[config.mk]
export PLATFORM = sky130hd
export DESIGN_NAME = db_deadband_gen
export DESIGN_NICKNAME = d
export VERILOG_FILES = /design/src/rtl/db_pkg.sv /design/src/rtl/db_edge_det.sv /design/src/rtl/db_prescaler.sv /design/src/rtl/db_delay_cnt.sv /design/src/rtl/db_deadband_gen.sv
export SDC_FILE = /design/constraint.sdc
export NUM_CORES = 1
export LEC_CHECK = 0
export BUFFER_PORTS_ARGS = -buffer_cell sky130_fd_sc_hd__buf_2
export CORE_MARGIN = 2
export CORE_UTILIZATION = 53
export CTS_CLUSTER_SIZE = 8
export DETAILED_ROUTE_END_ITERATION = 12
export GPL_ROUTABILITY_DRIVEN = 0
export HOLD_SLACK_MARGIN = 0.03
export PLACE_DENSITY_LB_ADDON = 0.15
export SYNTH_ARGS = -nofsm -noshare
export SYNTH_HDL_FRONTEND = slang
export SYNTH_SLANG_ARGS = --single-unit
[constraint.sdc]
create_clock -name clk_i -period 2.19 [get_ports clk_i]
set_input_delay 0.3285 -clock clk_i [delete_from_list [all_inputs] [get_ports clk_i]]
set_output_delay 0.3285 -clock clk_i [all_outputs]
set_load 0.005 [all_outputs]
[src/rtl/db_pkg.sv]
package db_pkg;
  // Divider exponent after saturation: codes above the cap reuse the cap.
  function automatic int unsigned db_div_log(input int unsigned code,
                                             input int unsigned sat_log);
    return (code > sat_log) ? sat_log : code;
  endfunction
endpackage

[src/rtl/db_edge_det.sv]
module db_edge_det (
  input  logic clk_i,
  input  logic rst_ni,
  input  logic phase_i,
  output logic phase_q_o,
  output logic armed_o,
  output logic restart_o
);
  logic ph_q, armed_q;

  always_ff @(posedge clk_i or negedge rst_ni) begin
    if (!rst_ni) begin
      ph_q    <= 1'b0;
      armed_q <= 1'b0;
    end else begin
      ph_q    <= phase_i;
      armed_q <= 1'b1;
    end
  end

  // The first edge after reset release behaves like a transition.
  assign restart_o = !armed_q || (phase_i != ph_q);
  assign phase_q_o = ph_q;
  assign armed_o   = armed_q;

  // once armed, the block stays armed until the next reset
  p_arm_hold_r9: assert property (@(posedge clk_i) disable iff (!rst_ni)
    armed_q |=> armed_q);
endmodule

[src/rtl/db_prescaler.sv]
module db_prescaler #(
  parameter int PSC_W   = 3,
  parameter int SAT_LOG = 5
) (
  input  logic             clk_i,
  input  logic             rst_ni,
  input  logic             restart_i,
  input  logic [PSC_W-1:0] code_i,
  output logic             tick_o
);
  localparam int DIV_W = (SAT_LOG > 0) ? SAT_LOG : 1;

  logic [DIV_W-1:0] div_q, div_last;

  always_comb
    div_last = DIV_W'((32'd1 << db_pkg::db_div_log(32'(code_i), SAT_LOG)) - 32'd1);

  // ">=" keeps the divider safe when the code is lowered mid-count.
  assign tick_o = !restart_i && (div_q >= div_last);

  always_ff @(posedge clk_i or negedge rst_ni) begin
    if (!rst_ni)                  div_q <= '0;
    else if (restart_i || tick_o) div_q <= '0;
    else                          div_q <= div_q + 1'b1;
  end

  // with a divider above 1, ticks never come on adjacent cycles
  p_tick_gap_r3: assert property (@(posedge clk_i) disable iff (!rst_ni)
    (tick_o && code_i != '0) |=> (!tick_o || code_i != $past(code_i)));
endmodule

[src/rtl/db_delay_cnt.sv]
module db_delay_cnt #(
  parameter int PER_W = 4
) (
  input  logic             clk_i,
  input  logic             rst_ni,
  input  logic             restart_i,
  input  logic             tick_i,
  input  logic [PER_W-1:0] period_i,
  output logic             done_o
);
  logic [PER_W-1:0] cnt_q;

  always_ff @(posedge clk_i or negedge rst_ni) begin
    if (!rst_ni)                           cnt_q <= '0;
    else if (restart_i)                    cnt_q <= '0;
    else if (tick_i && cnt_q < period_i)   cnt_q <= cnt_q + 1'b1;
  end

  assign done_o = (cnt_q >= period_i);

  // a phase transition restarts the count
  p_restart_clear_r6: assert property (@(posedge clk_i) disable iff (!rst_ni)
    restart_i |=> cnt_q == '0);
  // the count advances by at most one tick per clock
  p_single_step_r4: assert property (@(posedge clk_i) disable iff (!rst_ni)
    !restart_i |=> (cnt_q == $past(cnt_q) || cnt_q == $past(cnt_q) + 1'b1));
endmodule

[src/rtl/db_deadband_gen.sv]
module db_deadband_gen #(
  parameter int PER_W   = 4,
  parameter int PSC_W   = 3,
  parameter int SAT_LOG = 5
) (
  input  logic             clk_i,
  input  logic             rst_ni,
  input  logic             phase_i,
  input  logic             db_en_i,
  input  logic [PER_W-1:0] db_period_i,
  input  logic [PSC_W-1:0] db_psc_i,
  output logic             out_hi_o,
  output logic             out_lo_o
);
  logic ph_q, armed, restart, tick, done, allow;

  db_edge_det u_edge (
    .clk_i     (clk_i),
    .rst_ni    (rst_ni),
    .phase_i   (phase_i),
    .phase_q_o (ph_q),
    .armed_o   (armed),
    .restart_o (restart)
  );

  db_prescaler #(.PSC_W(PSC_W), .SAT_LOG(SAT_LOG)) u_psc (
    .clk_i     (clk_i),
    .rst_ni    (rst_ni),
    .restart_i (restart),
    .code_i    (db_psc_i),
    .tick_o    (tick)
  );

  db_delay_cnt #(.PER_W(PER_W)) u_cnt (
    .clk_i     (clk_i),
    .rst_ni    (rst_ni),
    .restart_i (restart),
    .tick_i    (tick),
    .period_i  (db_period_i),
    .done_o    (done)
  );

  // Turn-on is allowed once the dead time has run out or when bypassed.
  assign allow    = armed && (done || !db_en_i);
  assign out_hi_o = allow &&  ph_q;
  assign out_lo_o = allow && !ph_q;

  // both drives quiet while reset is held
  always_comb begin
    if (!rst_ni) p_reset_quiet_r2: assert (!out_hi_o && !out_lo_o);
  end

  // a sampled high phase turns the lower drive off at once, and the reverse
  p_off_next_r5: assert property (@(posedge clk_i) disable iff (!rst_ni)
    phase_i |=> !out_lo_o);
  p_off_next_lo_r5: assert property (@(posedge clk_i) disable iff (!rst_ni)
    !phase_i |=> !out_hi_o);

  // with a nonzero dead time, the upper drive rises only after a quiet cycle
  p_delay_gap_r4: assert property (@(posedge clk_i) disable iff (!rst_ni)
    ($rose(out_hi_o) && db_en_i && $past(db_en_i) && db_period_i != '0
     && $stable(db_period_i)) |-> $past(!out_lo_o));

  // in bypass, exactly one drive is on once armed
  p_bypass_pair_r7: assert property (@(posedge clk_i) disable iff (!rst_ni)
    (armed && !db_en_i) |-> (out_hi_o != out_lo_o));
endmodule

### After elaboration in Yosys (flattened, before gate mapping)

Cells that the tools add are included.

* logic and storage cells: 30
* output and inout bits: 2
* register bits: 11
* input port bits: 11

* magnitude comparators: 4
* multiplexer cells: 4
* eq/ne operators: 1
* reduce and logical (&&, ||, !) cells: 13
* $add $sub $neg: 3
* shift-type cells: 1

Operator list (count)
* 1-bit by 32-bit << shifter with 5-bit output, first input constant: 1
* 4-bit 2-to-1 mux: 2
* 5-bit by 1-bit adder with 5-bit output, second input constant: 1
* 5-bit >= comparator: 1
* 1-bit logical AND: 5
* 5-bit 2-to-1 mux: 1
* 5-bit by 1-bit subtractor with 5-bit output, second input constant: 1
* 4-bit by 1-bit adder with 4-bit output, second input constant: 1
* 4-bit >= comparator: 1
* 1-bit zero test: 4
* 4-bit less-than comparator: 1
* 3-bit greater-than comparator, second input constant: 1
* 1-bit logical OR: 3
* 3-bit 2-to-1 mux: 1
* 2-bit nonzero test: 1
* 1-bit inequality test: 1

### Depth between registers and ports, before layout

* depth after elaboration: 9
* mapped depth: 10

### Cells and area by module

From an unflattened synthesis, not the netlist that was laid out.

* cells, all modules: 83
* area, all modules: 833.3 um^2

By module, submodules not included
* db_prescaler: times used 1, cells an instance 40, area each 396.6 um^2
* db_delay_cnt: times used 1, cells an instance 35, area each 349.1 um^2
* db_edge_det: times used 1, cells an instance 5, area each 66.3 um^2
* db_deadband_gen: times used 1, cells an instance 3, area each 21.3 um^2

### Worst setup path after synthesis

Ideal clock, no wire load.

* path kind: input to register
* start: input port db_psc_i[0]
* end: register u_cnt.cnt_q[3]
* library setup time: 0.077 ns
* stages: 9
* slack: -0.164 ns
* data required time: 2.113 ns
* arrival time: 2.276 ns
* cell sequence: or3_1 > ha_1 > xnor2_1 > ha_1 > nand2_1 > o21ai_2 > a31oi_2 > or4_1 > a21oi_1

* word-level cells in the longest chain between the ends: 8

RTL lines
* start: declaration: RTL line db_deadband_gen.sv:11 `input logic [PSC_W-1:0] db_psc_i,`
* 3-bit greater-than comparator: RTL line db_pkg.sv:5 `return (code > sat_log) ? sat_log : code;`
* 3-bit 2-to-1 mux (*): RTL line db_pkg.sv:5
* 1-bit by 32-bit << shifter with 5-bit output (*): RTL line db_prescaler.sv:16 `div_last = DIV_W'((32'd1 << db_pkg::db_div_log(32'(code_i), SAT_LOG)) - 32'd1);`
* 5-bit by 1-bit subtractor with 5-bit output (*): RTL line db_prescaler.sv:16
* 5-bit >= comparator (*): RTL line db_prescaler.sv:19 `assign tick_o = !restart_i && (div_q >= div_last);`
* 1-bit logical AND (*): RTL line db_prescaler.sv:19
* 1-bit logical AND (*): RTL line db_delay_cnt.sv:16 `else if (tick_i && cnt_q < period_i) cnt_q <= cnt_q + 1'b1;`
* 2-bit nonzero test (no line) (*)
* end signal: assignment: RTL line db_delay_cnt.sv:16
* end: declaration: RTL line db_delay_cnt.sv:11 `logic [PER_W-1:0] cnt_q;`

Every way passes the cells marked *; elsewhere a longest branch is shown, timed or not.
A chain may end at the register's enable or synchronous reset.

### Final worst setup path

Same ends and word-level chain as after synthesis.

==> metrics <==
max_cap viols 0; Pins Over Slew Limit 0; Cell Area, Synth 761 sq um; crit path DAT 2300 ps; vias in the first global route 618; routed len/inst 12.0 um; placed cells 114; slowest CP cell or3_4; critical path peak fanout 3; initial cell density of the core 57.7%; # diodes 0; Sw Share 27.0%; Routed WL 1430 um; r2r startpoint u_cnt.cnt_q[1]; nets@finish 128; leak pwr 0.493 nW; critical path's top delay family simple AND/OR/NAND/NOR gates; I/O pin count 13; Clock Tree Root clkbuf_4; commonest non-fill, non-tap cell in the layout buf_2; Worst setup SP type primary input; clk buf depth 2; clock transition at the registers of the reported paths 70 ps; CP Launch Point db_psc_i[0]; Seq pwr share 49.5%; cts bufs inserted 3; Worst setup EP type flop; largest net degree at the start of global routing 12; Finished Layout Cells 119; drc violations 0; reg2reg setup slack 430 ps; clock network power share 32.1%; Die Height 41.9 um; number of fill cells in the layout 101; H-tree depth 1; initial antenna violation count 0; sw power 0.000116 W; CTS tree done; Worst path max stage delay 400 ps; end of the critical path u_cnt.cnt_q[3]; register area share after synthesis 36.2%; Tightest Hold Check Type in2reg; fmax 0.476 GHz; synthesized area per cell 9.17 sq um; power density over cell area 456 nW/um^2; drt first pass iters 4; DIE WIDTH 41.9 um; minimum clock period 2100 ps; Final Cycle Share 95.9%; remaining antenna violation count 0; Reg2Reg Depth 5; Worst Clk Skew 5.43 ps; Reg-to-Reg End u_cnt.cnt_q[3]; critical-path cell list buf_2 -> or3_4 -> ha_4 -> xnor2_1 -> ha_1 -> nand2_1 -> o21ai_2 -> a31oi_4 -> or4_1 -> a21oi_1; Ys Warns 0; HPWL after DPL 1220 um; Max VDD drop 0.326 mV; synthesized flop and latch total 11; share of cells above drive strength 1 26.9%; Clk Latency, worst-skew pair 270 ps; global-route wire length before repair 2640 um; critical path depth 10; Power, Total 0.000429 W; post-synthesis cell count 83; Via density 5.36; via count 638; worst hold margin 189 ps; post-synthesis cell type count 26; DIE AREA 1750 sq um; Setup Buffers After CTS 0; endpoints failing setup 0; Starting DRT DRC Count 10; core region area 1320 sq um; critical path type in2reg; most frequent cells in the layout buf_2, ha_1, dfrtp_1; Gate power share 18.4%; # rows 13; Remaining Overflow, GRT 0; status complete, no violations; Area Overhead vs Synth 23.5%; Int Power 0.000313 W; Overall Global Routing Usage 19.8%; IO Port Bufs 12; CP Buf/Inv Count 1; Mapped Nets 106; CTS sink count 11; CP required 2390 ps; Final Hold Vio Count 0
## layout make-up
| class | instances | area (sq um) | share of cell area (%) |
|---|---|---|---|
| clock buffers | 3 | 22.5 | 2.40 |
| multi-input cells | 64 | 488 | 51.9 |
| flip-flops and latches | 11 | 275 | 29.3 |
| clock inverters | 1 | 5.00 | 0.533 |
| inverters | 8 | 30.0 | 3.20 |
| well taps | 15 | 18.8 | 2.00 |
| repair buffers | 17 | 100 | 10.7 |
## cells in the mapped netlist
| cell type | n | area share (%) |
|---|---|---|
| ha_1 | 12 | 20 |
| dfrtp_1 | 11 | 36 |
| inv_1 | 8 | 3.9 |
| nor2_1 | 8 | 3.9 |
| nand2_1 | 7 | 3.5 |
| a21oi_1 | 6 | 3.9 |
| nand3_1 | 5 | 3.3 |
| o21ai_0 | 3 | 2.0 |
| o21ai_1 | 3 | 2.0 |
| xnor2_1 | 3 | 3.5 |
| xor2_1 | 2 | 2.3 |
| a21o_1 | 1 | 0.99 |
| a31o_2 | 1 | 1.2 |
| a31oi_1 | 1 | 0.82 |
| a31oi_2 | 1 | 1.6 |
| a41o_1 | 1 | 1.3 |
| and2_1 | 1 | 0.82 |
| and3_1 | 1 | 0.82 |
| conb_1 | 1 | 0.49 |
| nor2b_4 | 1 | 1.8 |
| nor3b_1 | 1 | 0.99 |
| o21a_1 | 1 | 0.99 |
| o21ai_2 | 1 | 1.2 |
| o31ai_1 | 1 | 0.99 |
| or3_1 | 1 | 0.82 |
| or4_1 | 1 | 0.99 |
## power by group through the flow
stage | clock network, W | registers (W) | logic (W)
2_1_floorplan | 0 | 0.000215 | 0.0000465
3_3_place_gp | 0 | 0.000216 | 0.0000737
3_5_place_dp | 0 | 0.000216 | 0.0000773
4_1_cts | 0.000143 | 0.000212 | 0.0000794
5_1_grt | 0.000157 | 0.000213 | 0.0000900
6_report | 0.000138 | 0.000212 | 0.0000789
## how the worst min path moves through the flow
| stage | startpoint | endpoint | slack, ps | cells after the start |
|---|---|---|---|---|
| 6_report | phase_i | u_edge.phase_q_o | 190 | 1 |
| 3_3_place_gp | rst_ni | u_psc.div_q[4] | 210 | 1 |
| 2_1_floorplan | rst_ni | u_cnt.cnt_q[0] | 30 | 0 |
| 4_1_cts | phase_i | u_edge.phase_q_o | 180 | 1 |
| 5_1_grt | phase_i | u_edge.phase_q_o | 180 | 1 |
| 3_5_place_dp | rst_ni | u_psc.div_q[4] | 210 | 1 |
## per-stage QoR
stage               utilization (%)  setup WS [ps]  area (sq um)  TNS [ps]
floorplan                         -          -38.6           787     -38.6
global placement               68.0           -169           896      -776
detailed placement             68.0           -222           896     -1400
CTS                            70.8           35.4           933         0
global route                   71.3          -19.5           940     -33.2
finish                         71.3           89.8           940         0
## flip-flops by register name, indices dropped and copies added, names as in the netlist
| name | cells |
|---|---|
| u_psc.div_q | 5 |
| u_cnt.cnt_q | 4 |
| u_edge.armed_o | 1 |
| u_edge.phase_q_o | 1 |
## cell families (layout without fill, tap and decap cells)
family	Yosys count	in the layout	synth area share (%)
adders and majority gates	12	12	19.7
other	1	1	0.493
xor gates and xnor gates	5	5	5.76
and+or+nand+nor	26	26	16.9
DFF	11	11	36.2
buffers and inverters	8	29	3.95
AOI/OAI and AO/OA	20	20	16.9
## routing by layer
metal / track usage [%] / vias to the layer above / share of wire [%] / wire length, um
li1: - / 332 / - / -
met1: 25.6 / 291 / 48 / 692
met2: 33.1 / 13 / 47 / 669
met3: 4.35 / 2 / 3.9 / 56
met4: 5.81 / 0 / 0.77 / 11
met5: 0 / - / 0 / 0
## what timing repair did
item / in CTS / in global routing
hold buffers: 1 / 0
hold endpoints to repair: 11 / 0
endpoints found under the setup margin: 0 / 5
gates resized for setup: 0 / 3
No activity file was read; power rests on OpenSTA's default activity.
